===== src/rtl/disc_eval_pkg.sv =====
package disc_eval_pkg;

    // Per-cycle decision from the window controller to the datapath.
    typedef struct packed {
        logic take;   // sample is counted in the current window
        logic close;  // sample is the last one of the window
    } win_step_t;

    // Bits needed to hold values 0..n.
    function automatic int unsigned ctr_bits(input int unsigned n);
        return (n < 2) ? 1 : $clog2(n + 1);
    endfunction

endpackage


===== src/rtl/disc_sq_unit.sv =====
module disc_sq_unit
    import disc_eval_pkg::*;
#(
    parameter int unsigned DATA_W = 8
) (
    input  logic                  clk,
    input  logic                  rst,
    input  logic                  take,
    input  logic [DATA_W-1:0]     lane_a,
    input  logic [DATA_W-1:0]     lane_b,
    output logic [2*DATA_W-1:0]   sq_o,
    output logic                  mismatch_o
);
    localparam int unsigned SQ_W = 2 * DATA_W;

    logic [DATA_W-1:0] gap;
    logic              mm_q;

    always_comb begin
        gap  = (lane_a >= lane_b) ? (lane_a - lane_b) : (lane_b - lane_a);
        sq_o = SQ_W'(gap) * SQ_W'(gap);
    end

    always_ff @(posedge clk) begin
        if (rst) begin
            mm_q <= 1'b0;
        end else begin
            mm_q <= take && (lane_a != lane_b);
        end
    end

    assign mismatch_o = mm_q;

endmodule


===== src/rtl/disc_window_ctrl.sv =====
module disc_window_ctrl
    import disc_eval_pkg::*;
#(
    parameter int unsigned WIN_LEN  = 100,
    parameter int unsigned SKIP_LEN = 4
) (
    input  logic      clk,
    input  logic      rst,
    input  logic      restart,
    input  logic      smp_valid,
    output win_step_t step_o
);
    localparam int unsigned SKW = ctr_bits(SKIP_LEN);
    localparam int unsigned WCW = ctr_bits(WIN_LEN);
    localparam logic [SKW-1:0] SKIP_INIT = SKW'(SKIP_LEN);
    localparam logic [WCW-1:0] WIN_LAST  = WCW'(WIN_LEN - 1);

    logic [SKW-1:0] skip_q;
    logic [WCW-1:0] win_q;

    always_comb begin
        step_o.take  = smp_valid && !restart && (skip_q == '0);
        step_o.close = step_o.take && (win_q == WIN_LAST);
    end

    always_ff @(posedge clk) begin
        if (rst || restart) begin
            skip_q <= SKIP_INIT;
            win_q  <= '0;
        end else if (smp_valid) begin
            if (skip_q != '0) begin
                skip_q <= skip_q - 1'b1;
            end else if (step_o.close) begin
                win_q <= '0;
            end else begin
                win_q <= win_q + 1'b1;
            end
        end
    end

endmodule


===== src/rtl/disc_accum.sv =====
module disc_accum
    import disc_eval_pkg::*;
#(
    parameter int unsigned SQ_W  = 16,
    parameter int unsigned ACC_W = 24
) (
    input  logic             clk,
    input  logic             rst,
    input  logic             restart,
    input  win_step_t        step,
    input  logic [SQ_W-1:0]  sq_i,
    output logic [ACC_W-1:0] score_o,
    output logic             score_valid_o
);
    logic [ACC_W-1:0] acc_q;
    logic [ACC_W:0]   wide;
    logic [ACC_W-1:0] sum;

    always_comb begin
        wide = {1'b0, acc_q} + (ACC_W + 1)'(sq_i);
        sum  = wide[ACC_W] ? {ACC_W{1'b1}} : wide[ACC_W-1:0];
    end

    always_ff @(posedge clk) begin
        if (rst) begin
            acc_q         <= '0;
            score_o       <= '0;
            score_valid_o <= 1'b0;
        end else if (restart) begin
            acc_q         <= '0;
            score_valid_o <= 1'b0;
        end else begin
            score_valid_o <= step.close;
            if (step.close) begin
                score_o <= sum;
                acc_q   <= '0;
            end else if (step.take) begin
                acc_q <= sum;
            end
        end
    end

endmodule


===== src/rtl/disc_window_eval.sv =====
module disc_window_eval
    import disc_eval_pkg::*;
#(
    parameter int unsigned DATA_W   = 8,
    parameter int unsigned WIN_LEN  = 100,
    parameter int unsigned SKIP_LEN = 4,
    parameter int unsigned ACC_W    = 24
) (
    input  logic              clk,
    input  logic              rst,
    input  logic              cfg_change,
    input  logic              smp_valid,
    input  logic [DATA_W-1:0] lane_a,
    input  logic [DATA_W-1:0] lane_b,
    output logic              mismatch,
    output logic [ACC_W-1:0]  score,
    output logic              score_valid
);
    localparam int unsigned SQ_W = 2 * DATA_W;

    win_step_t       step;
    logic [SQ_W-1:0] sq;

    disc_window_ctrl #(
        .WIN_LEN (WIN_LEN),
        .SKIP_LEN(SKIP_LEN)
    ) u_ctrl (
        .clk      (clk),
        .rst      (rst),
        .restart  (cfg_change),
        .smp_valid(smp_valid),
        .step_o   (step)
    );

    disc_sq_unit #(
        .DATA_W(DATA_W)
    ) u_sq (
        .clk       (clk),
        .rst       (rst),
        .take      (step.take),
        .lane_a    (lane_a),
        .lane_b    (lane_b),
        .sq_o      (sq),
        .mismatch_o(mismatch)
    );

    disc_accum #(
        .SQ_W (SQ_W),
        .ACC_W(ACC_W)
    ) u_acc (
        .clk          (clk),
        .rst          (rst),
        .restart      (cfg_change),
        .step         (step),
        .sq_i         (sq),
        .score_o      (score),
        .score_valid_o(score_valid)
    );

endmodule


===== config.mk =====
export PLATFORM = sky130hd
export DESIGN_NAME = disc_window_eval
export DESIGN_NICKNAME = d
export VERILOG_FILES = /design/src/rtl/disc_eval_pkg.sv /design/src/rtl/disc_sq_unit.sv /design/src/rtl/disc_window_ctrl.sv /design/src/rtl/disc_accum.sv /design/src/rtl/disc_window_eval.sv
export SDC_FILE = /design/constraint.sdc
export NUM_CORES = 1
export LEC_CHECK = 0
export BUFFER_PORTS_ARGS = -buffer_cell sky130_fd_sc_hd__buf_2
export CAP_MARGIN = 5
export CORE_MARGIN = 4
export CORE_UTILIZATION = 40
export CTS_BUF_LIST = sky130_fd_sc_hd__clkbuf_4
export DETAILED_ROUTE_END_ITERATION = 8
export GPL_TIMING_DRIVEN = 0
export PLACE_DENSITY_LB_ADDON = 0.15
export SYNTH_ARGS = -nofsm -noshare
export SYNTH_HDL_FRONTEND = slang
export SYNTH_SLANG_ARGS = --single-unit

===== constraint.sdc =====
create_clock -name clk -period 23.9 [get_ports clk]
set_clock_uncertainty 0.15 [all_clocks]
set_input_delay 5.975 -clock clk [delete_from_list [all_inputs] [get_ports clk]]
set_output_delay 5.975 -clock clk [all_outputs]
set_load 0.03 [all_outputs]

==> flow_metrics.tcl <==
set metrics [dict create \
    cts_root_buffer "clkbuf_4" \
    post-route-period-util 0.520 \
    fp.dieW_um 127 \
    multi_input_area_um2 3970 \
    wl_per_cell_um 14.9 \
    num-nets-final 843 \
    gr-usage-met2 0.303 \
    ctsHoldBuffers 0 \
    synth_top_family_by_area "adder cells" \
    netlist_instances 667 \
    outcome "completed" \
    nFillCells 1444 \
    clkTransAtPathRegs_ns 0.10 \
    placedCellCount 891 \
    min_path_type "reg -> reg" \
    synthArstFlopShare 0 \
    cts_num_sinks 60 \
    synth_adder_area_share 0.275 \
    timing.setup.tns_ns 0 \
    rsz0062_at_grt "false" \
    port_buffers 44 \
    dp_hpwl_mm 11.1 \
    worst_hold_slack_ns 0.330 \
    ys.warnings.count 0 \
    final_cells 906 \
    synth_compound_gate_area_share 0.187 \
    synthMuxAreaShare 0.0174 \
    post_cts_resized 0 \
    grt_start_max_net_pins 11 \
    worstPathRequired_ns 24.02 \
    cpMostUsedCell "fa_1" \
    postRouteAntennaNets 0 \
    post_cts_buffers 0 \
    relSlewSlack 0.467 \
    place_congestion 0.874 \
    vias 4716 \
    cp_cell_sequence "buf_2, inv_1, ha_1, inv_1, fa_1, nand3_1, a31oi_4, nor2_4, mux2i_2, xor2_2, nor2_1, fa_1, fa_1, fa_1, inv_1, fa_1, inv_1, ha_1, a211oi_1, nand2_1, o31ai_1, mux2_2, nor3_1, a211oi_2" \
    postLayoutCoreUtil 0.448 \
    clock_latency_ns 0.41 \
    antenna_cells 0 \
    worst_path_largest_cell_delay_ns 0.56 \
    die_h_um 127 \
    crit_arrival_ns 12.55 \
    synth_seq_cells 60 \
    grt_usage 0.176 \
    grt_util_met1 0.231 \
    synth-edff-count 0 \
    num_rows 43 \
    path_class "in -> reg" \
    grt-busiest-layer "met2" \
    core_um2 13900 \
    syn_to_final_growth_pct 9.62 \
    setup_viol 0 \
    synth_xor_area_frac 0.0483 \
    drv_slew 0 \
    ys_seq_area_frac 0.212 \
    cap_violations 0 \
    drt_pass1_iterations 4 \
    syn-num-nets 788 \
    grt_antenna_before_repair 0 \
    synthSimpleGateAreaFrac 0.174 \
    syn-cell-area_um2 5670 \
    overflow 0 \
    cp-end-kind "register" \
    start_util 0.408 \
    drt_iter0_markers 185 \
    cp-start-kind "primary input" \
    io_pins 46 \
    die-area_um2 16100 \
    syn_area_per_cell_um2 8.50 \
    routed_wl_mm 13.5 \
    use_met3 0.0288 \
    cts_buffers 9 \
    worst_pin_slew_ns 0.794 \
    htreeDepth 3 \
    hold_violations 0 \
    synth-main-ff-cell "dfxtp_1" \
    drive_gt1_frac 0.157 \
    seqCellArea_um2 1200 \
    via_per_inst 5.21 \
    clockBufferDepth 2 \
    ys_types 68 \
    grt_pass1_wl_mm 23.2 \
    fin_crit_ns 12.42 \
    max_freq_mhz 80.5 \
    cp_max_fo 9 \
    crit_slowest_cell "fa_1" \
    tritoncts "done" \
    first_global_vias 4783 \
    drc 0 \
]
## synth_stat cells, types with 3 or more instances
cell / n / share of area
inv_1: 95 / 0.063
nor2_1: 90 / 0.060
ha_1: 62 / 0.14
dfxtp_1: 60 / 0.21
a21oi_1: 42 / 0.037
fa_1: 39 / 0.14
o21ai_0: 32 / 0.028
nand2_1: 25 / 0.017
clkbuf_1: 16 / 0.011
xnor2_1: 14 / 0.022
a21o_1: 12 / 0.016
nor3_1: 12 / 0.011
a211oi_2: 10 / 0.022
a211oi_1: 9 / 0.012
nand2b_1: 9 / 0.0099
nand3_1: 9 / 0.0079
or3_1: 8 / 0.0088
xor2_1: 8 / 0.012
buf_2: 7 / 0.0062
nand4_1: 6 / 0.0066
nor2b_1: 6 / 0.0066
or2_2: 6 / 0.0066
a311oi_1: 5 / 0.0077
o21a_1: 5 / 0.0066
mux2i_1: 4 / 0.0071
nor2_2: 4 / 0.0044
o22ai_1: 4 / 0.0044
o31ai_1: 4 / 0.0053
a211o_1: 3 / 0.0046
a31oi_1: 3 / 0.0033
and3_1: 3 / 0.0033
and4_1: 3 / 0.0046
nor3_2: 3 / 0.0053
xor2_2: 3 / 0.0086
## registers in the layout, indices dropped and copies added, names as in the netlist
name,count
u_sq.mismatch_o,1
u_acc.score_o,24
u_acc.acc_q,24
u_acc.score_valid_o,1
u_ctrl.skip_q,3
u_ctrl.win_q,7
## final cells by class
type,count,area share
Buffer,27,0.0213
Clock buffer,9,0.0109
Clock inverter,6,0.00524
Inverter,96,0.0580
Multi-Input combinational cell,484,0.640
Sequential cell,60,0.193
Tap cell,180,0.0362
Timing Repair Buffer,44,0.0354
## placed cells by master, fill, tap and decap left out, drive strengths merged, types with 11 or more instances in the layout
| cell | synthesis | layout |
|---|---|---|
| fa | 39 | 39 |
| dfxtp | 60 | 60 |
| a211oi | 19 | 19 |
| ha | 62 | 62 |
| inv | 96 | 96 |
| xnor2 | 16 | 16 |
| a21oi | 43 | 43 |
| nor3 | 15 | 15 |
| o21ai | 35 | 35 |
| nand2 | 26 | 26 |
| buf | 11 | 55 |
| a21o | 12 | 12 |
| xor2 | 11 | 11 |
| clkbuf | 16 | 25 |
| nor2 | 95 | 95 |
## worst paths after layout
check	slack [ns]	from	cells after the start	endpoint
setup / recovery	11.48	lane_a[0]	24	u_acc.score_o[17]$_SDFFE_PP0P_
hold / removal	0.33	u_ctrl.win_q[1]$_SDFFE_PP0P_	2	u_ctrl.win_q[1]$_SDFFE_PP0P_
setup reg to reg	18.96	u_acc.acc_q[7]$_SDFFE_PP0P_	15	u_acc.score_o[17]$_SDFFE_PP0P_
hold reg to reg	0.33	u_ctrl.win_q[1]$_SDFFE_PP0P_	2	u_ctrl.win_q[1]$_SDFFE_PP0P_
## through the flow
step                      worst slack (ns)  cell area (um2)
after floorplan                      11.96             5670
after detailed placement             11.06             6110
final                                11.48             6210
after global placement               11.14             6110
after CTS                            11.49             6210
after global routing                 11.10             6210
## cells by family after synthesis
logic type               Yosys count
XOR/XNOR                          27
AND/OR/NAND/NOR                  198
buffers and inverters            123
multiplexers                       8
adder cells (fa/ha/maj)          101
AO/OA/AOI/OAI                    150
flip-flops                        60
## critical path: cells and delay by family
family          cells  cell delay, ns
simple gates        5            1.02
buf+inv             5            0.32
xor+xnor            1            0.53
mux                 2            0.67
compound gates      4            1.01
fa+ha+maj           7            3.01
## per-layer routing
layer	routed length [um]	up-vias
met3	417	11
met4	165	0
li1	-	2355
met1	6280	2284
met2	6680	66
met5	0	-
Power is left out: the tool's default activity adds up to more than one toggle a clock period on the data nets, which glitch-free logic cannot reach.
